$ cat config.mk
export PLATFORM = sky130hd
export DESIGN_NAME = temp_event_gen
export DESIGN_NICKNAME = d
export VERILOG_FILES = /design/src/rtl/temp_event_gen.sv
export SDC_FILE = /design/constraint.sdc
export NUM_CORES = 1
export LEC_CHECK = 0
export ABC_AREA = 1
export ABC_CLOCK_PERIOD_IN_PS = 3390
export BUFFER_PORTS_ARGS = -buffer_cell sky130_fd_sc_hd__buf_2
export CAP_MARGIN = 20
export CORE_UTILIZATION = 54
export CTS_BUF_LIST = sky130_fd_sc_hd__clkbuf_8
export DETAILED_ROUTE_END_ITERATION = 10
export PLACE_DENSITY = 0.74
export SYNTH_ARGS = -nofsm -noshare
export SYNTH_HDL_FRONTEND = slang
export SYNTH_SLANG_ARGS = --single-unit
export TNS_END_PERCENT = 10
$ cat constraint.sdc
create_clock -name clk -period 3.39 [get_ports clk]
set_clock_uncertainty 0.1 [all_clocks]
set_input_delay 0.678 -clock clk [delete_from_list [all_inputs] [get_ports clk]]
set_output_delay 0.678 -clock clk [all_outputs]
set_load 0.02 [all_outputs]
$ cat src/rtl/temp_event_gen.sv
module temp_event_gen #(
  parameter int TW = 11,
  parameter int AW = 8,
  parameter int DW = 16,
  parameter int HOLD = 1,
  parameter logic [AW-1:0] A_CFG = 8'h01,
  parameter logic [AW-1:0] A_UPPER = 8'h02,
  parameter logic [AW-1:0] A_LOWER = 8'h03,
  parameter logic [AW-1:0] A_CRIT = 8'h04
) (
  input  logic          clk,
  input  logic          rst_n,
  input  logic          wr_en,
  input  logic [AW-1:0] wr_addr,
  input  logic [DW-1:0] wr_data,
  input  logic          conv_done,
  input  logic [TW-1:0] conv_temp,
  output logic          event_pin,
  output logic          event_pull_en
);
  localparam int SW = TW + 2;
  localparam int HCW = (HOLD < 1) ? 1 : $clog2(HOLD + 1);
  localparam logic [1:0] Z_BELOW = 2'd0, Z_INSIDE = 2'd1, Z_ABOVE = 2'd2;

  logic [TW-1:0]  upper_q, lower_q, crit_q;
  logic           en_q, pol_q;
  logic [1:0]     hyst_q, zone_q, zone_nx;
  logic           crit_hit_q, crit_nx, win_evt_q;
  logic [HCW-1:0] hold_q;
  logic signed [SW-1:0] t_s, up_s, lo_s, cr_s, h_s;

  wire cfg_wr  = wr_en && (wr_addr == A_CFG);
  wire win_wr  = wr_en && (wr_addr == A_UPPER || wr_addr == A_LOWER || wr_addr == A_CRIT);
  wire compare = conv_done && (hold_q == '0);

  assign t_s  = SW'(signed'(conv_temp));
  assign up_s = SW'(signed'(upper_q));
  assign lo_s = SW'(signed'(lower_q));
  assign cr_s = SW'(signed'(crit_q));

  always_comb begin
    case (hyst_q)
      2'd0: h_s = SW'(0);
      2'd1: h_s = SW'(6);
      2'd2: h_s = SW'(12);
      default: h_s = SW'(24);
    endcase
  end

  always_comb begin
    if (t_s > up_s)
      zone_nx = Z_ABOVE;
    else if (zone_q == Z_BELOW)
      zone_nx = (t_s >= lo_s) ? Z_INSIDE : Z_BELOW;
    else
      zone_nx = (t_s < lo_s - h_s) ? Z_BELOW : Z_INSIDE;
  end

  assign crit_nx = crit_hit_q ? !(t_s < cr_s - h_s) : (t_s >= cr_s);

  wire crossing = compare && (zone_nx != zone_q);

  always_ff @(posedge clk or negedge rst_n) begin
    if (!rst_n) begin
      upper_q <= '0;
      lower_q <= '0;
      crit_q  <= '0;
      en_q    <= 1'b0;
      pol_q   <= 1'b0;
      hyst_q  <= 2'd0;
    end else begin
      if (wr_en && wr_addr == A_UPPER) upper_q <= wr_data[TW-1:0];
      if (wr_en && wr_addr == A_LOWER) lower_q <= wr_data[TW-1:0];
      if (wr_en && wr_addr == A_CRIT)  crit_q  <= wr_data[TW-1:0];
      if (cfg_wr) begin
        en_q   <= wr_data[0];
        pol_q  <= wr_data[1];
        hyst_q <= wr_data[4:3];
      end
    end
  end

  always_ff @(posedge clk or negedge rst_n) begin
    if (!rst_n) begin
      zone_q     <= Z_INSIDE;
      crit_hit_q <= 1'b0;
      hold_q     <= HCW'(HOLD);
    end else begin
      if (compare) begin
        zone_q     <= zone_nx;
        crit_hit_q <= crit_nx;
      end
      if (win_wr)
        hold_q <= HCW'(HOLD);
      else if (conv_done && hold_q != '0)
        hold_q <= hold_q - 1'b1;
    end
  end

  always_ff @(posedge clk or negedge rst_n) begin
    if (!rst_n)
      win_evt_q <= 1'b0;
    else if (crossing && en_q)
      win_evt_q <= 1'b1;
    else if (cfg_wr && wr_data[2])
      win_evt_q <= 1'b0;
  end

  wire active = en_q && (win_evt_q || crit_hit_q);
  assign event_pin     = pol_q ? active : !active;
  assign event_pull_en = !event_pin;
endmodule


==> results_tabular.tex <==
\begin{tabular}{lr}
\hline
Metric & Value \\
\hline
\multicolumn{2}{l}{\textbf{Drt}} \\
\quad Detailed-route DRC error count & 0 \\
\quad Routed WL & 8230 um \\
\quad Via count of the routed design & 3215 \\
\quad Antenna Violating Nets Remaining & 0 \\
\quad DRT iter0 DRCs & 178 \\
\quad Avg Vias per Cell & 5.23 \\
\quad Initial DRT Pass Iterations & 4 \\
\quad WL per Instance & 13.4 um \\
\multicolumn{2}{l}{\textbf{Setup path}} \\
\quad Worst Reg-to-Reg Cells & 23 \\
\quad Worst setup path startpoint & hyst\_q[1] \\
\quad Reg2reg end & win\_evt\_q \\
\quad Category of the worst setup path capture point & register \\
\quad Startpoint type of the worst setup path & register \\
\quad Critical Path RT & 3.47 ns \\
\quad Highest fanout seen on the critical path & 3 \\
\quad Register-to-register setup slack & 0.06 ns \\
\quad Startpoint of the lowest-slack register-to-register path & hyst\_q[1] \\
\quad Data arrival time of the critical path & 3.41 ns \\
\quad Crit Path Category & register to register \\
\multicolumn{2}{l}{\textbf{Synthesis}} \\
\quad Library cell with the highest instance count after synthesis & nand2\_1 \\
\quad Dominant cell type by area after synthesis & dfrtp\_1 \\
\quad Number of enable flip-flop cells after synthesis & 0 \\
\quad Average cell area after synthesis & 7.65 um\^{}2 \\
\quad Share of flip-flops with an asynchronous set or reset after synthesis & 1.00 \\
\quad Cell count after synthesis & 489 \\
\quad Netlist Area Pre-Place & 3740 um\^{}2 \\
\quad Area share of the largest cell type after synthesis & 0.268 \\
\quad Yosys Warn Count & 0 \\
\quad Library cells used by synthesis & 32 \\
\quad Main area contributors after synthesis & dfrtp\_1 (27\%), ha\_1 (21\%), nand2\_1 (12\%) \\
\quad Net count after synthesis & 594 \\
\quad Count of state elements after synthesis & 42 \\
\quad Most instantiated cells after synthesis & nand2\_1 (116), inv\_1 (90), ha\_1 (64), dfrtp\_1 (40), o21ai\_0 (29) \\
\quad Leading register cell type out of synthesis & dfrtp\_1 \\
\quad Part of the Yosys area used for sequential elements & 0.282 \\
\multicolumn{2}{l}{\textbf{Timing}} \\
\quad Unrepaired setup endpoints after global routing & true \\
\quad Worst setup slack after layout & 0.0582 ns \\
\quad Worst rel slew slack & 0.379 \\
\quad Number of hold violations in the final report & 0 \\
\quad Achievable clock frequency & 0.300 GHz \\
\quad Hold\_ws & 0.390 ns \\
\quad Total setup violations reported at the end of the flow & 0 \\
\quad Final worst-path cycle share & 0.983 \\
\quad Transition time of the tightest slew-check pin & 0.931 ns \\
\quad Final critical path time including I/O delays and setup & 3.33 ns \\
\quad Max-slew violation total from the final report & 0 \\
\multicolumn{2}{l}{\textbf{Layout}} \\
\quad Fillers & 600 \\
\quad Layout Area Growth over Synthesis & 14.0\% \\
\quad Footprint of the multi-input gates & 2410 um\^{}2 \\
\quad Share of post-route cells with drive strength above 1 & 0.188 \\
\quad Diodes inserted & 0 \\
\quad Combined flip-flop and latch cell area & 1050 um\^{}2 \\
\quad Net count, final & 642 \\
\multicolumn{2}{l}{\textbf{Power}} \\
\quad VDD IR-drop max & 0.000271 V \\
\quad Power Dens Cells & 350 nW/um\^{}2 \\
\quad Static leakage power & 2.17 nW \\
\multicolumn{2}{l}{\textbf{Die}} \\
\quad Initial cell density of the core & 0.572 \\
\quad Vertical extent of the die & 85.2 um \\
\quad Num ports & 41 \\
\quad Die width & 85.2 um \\
\quad Floorplan Core Area & 6530 um\^{}2 \\
\quad Area enclosed by the die boundary & 7260 um\^{}2 \\
\quad Row Count & 29 \\
\multicolumn{2}{l}{\textbf{CTS}} \\
\quad Total clock sinks & 42 \\
\quad Number of levels the H-tree was split into & 2 \\
\quad Maximum clock insertion buffer count & 2 \\
\quad CTS tree & built \\
\quad Clk Latency, worst-skew pair & 0.30 ns \\
\quad Clock edge transition at the registers on the reported setup and hold paths & 0.08 ns \\
\quad Count of hold-fix buffers inserted at cts & 0 \\
\quad Root buf cell & clkbuf\_8 \\
\quad Clock buffers created by TritonCTS & 5 \\
\multicolumn{2}{l}{\textbf{Hold path}} \\
\quad Origin of the worst min-delay path & upper\_q[2] \\
\quad Class of the worst hold path & register to register \\
\quad Destination of the worst hold path & upper\_q[2] \\
\quad Number of cells on the worst hold path & 2 \\
\multicolumn{2}{l}{\textbf{GRT}} \\
\quad Global-route wire length before repair & 13900 um \\
\quad Maximum number of pins on one net before global-route repair & 43 \\
\quad Total global routing track utilization & 0.247 \\
\quad Number of antenna violations at the first check in global routing & 0 \\
\quad Vias in the first global route & 3140 \\
\quad GRT Residual Overflow & 0 \\
\multicolumn{2}{l}{\textbf{Job}} \\
\quad Max Cap Viol & 0 \\
\multicolumn{2}{l}{\textbf{Placement}} \\
\quad Dpl ws & -0.0538 ns \\
\quad Detailed placer's ending HPWL & 6490 um \\
\quad PortBufs & 35 \\
\quad Final Wtd Congestion & 0.892 \\
\multicolumn{2}{l}{\textbf{Status}} \\
\quad Run status & complete, no violations \\
\hline
\end{tabular}
-- cells by family (layout without fill, tap and decap cells) --
kind of cell | count (synthesis) | in the layout | synth area share
fa+ha+maj | 66 | 66 | 0.225
flops | 42 | 42 | 0.282
simple gates | 181 | 181 | 0.228
compound gates | 85 | 85 | 0.128
buf+inv | 98 | 147 | 0.0984
xor+xnor | 17 | 17 | 0.0398
-- final cells by class --
cell class                      count  area share
Clock buffer                        6      0.0194
Clock inverter                      2     0.00205
Inverter                           92      0.0816
Multi-Input combinational cell    349       0.565
Sequential cell                    42       0.247
Tap cell                           77      0.0226
Timing Repair Buffer               47      0.0622
-- worst max path at each step --
stage                     end  slack [ns]  cells after the start
detailed placement  win_evt_q       -0.05                     22
CTS                 win_evt_q       0.006                     23
global route        win_evt_q       -0.17                     23
global placement    win_evt_q        0.05                     22
floorplan           win_evt_q        0.25                     20
finish              win_evt_q        0.06                     23
-- layer usage --
layer / global-route usage / wire length [um] / vias up
met4: 0.0693 / 130 / 0
li1: - / - / 1682
met2: 0.438 / 3820 / 52
met3: 0.0272 / 280 / 10
met1: 0.318 / 3990 / 1471
met5: 0 / 0 / -
-- stage by stage --
stage,utilization,TNS [ns],instances,total power (W),area [um^2]
after floorplan,-,0,489,0.000963,3740
after global placement,0.617,0,601,0.00109,4030
after detailed placement,0.617,-0.0538,601,0.00112,4030
after CTS,0.634,0,610,0.00146,4140
after global routing,0.653,-0.295,615,0.00162,4260
final,0.653,0,615,0.00149,4260
-- power by group --
group	switching [W]	internal, W	leakage, nW
clock	0.000174	0.000161	0.0524
sequential	0.0000328	0.000536	0.565
combinational	0.000329	0.000257	1.56
-- state kept, by name, summed over array words and instances, names as in the netlist --
name	cells
crit_hit_q	1
en_q	1
lower_q	11
zone_q	2
upper_q	11
hyst_q	2
crit_q	11
hold_q	1
pol_q	1
win_evt_q	1
-- layout by cell type, fill, tap and decap left out, types with 12 or more instances in the layout --
master	instances
o21ai_1	21
nor2_1	15
a21oi_1	22
o21ai_0	29
buf_2	35
ha_1	58
nand4_1	13
buf_4	12
xor2_1	14
dfrtp_1	40
inv_1	85
nand3_1	14
nand2_1	113
-- repair_timing --
action                                  in CTS  in global routing
pin swaps                                    0                 17
endpoints found under the setup margin       1                  3
buffers inserted                             1                  5
resized for setup                            2                 21
-- worst max-delay path, cell delays in order (launching register included) --
cell	delay, ns
dfrtp_1	0.40
inv_2	0.08
ha_4	0.15
ha_4	0.13
inv_4	0.03
fa_2	0.36
a21oi_2	0.15
o21bai_2	0.11
nor3_4	0.20
buf_4	0.14
xor2_1	0.15
ha_1	0.28
nand2_1	0.09
inv_1	0.04
nand2_1	0.05
nand2_1	0.05
nand2_1	0.07
nand3_1	0.08
nand2_1	0.07
nand2_2	0.08
o21bai_1	0.15
nand3_1	0.12
nand2_1	0.09
nand2_1	0.05
No activity file was read; power rests on OpenSTA's default activity.
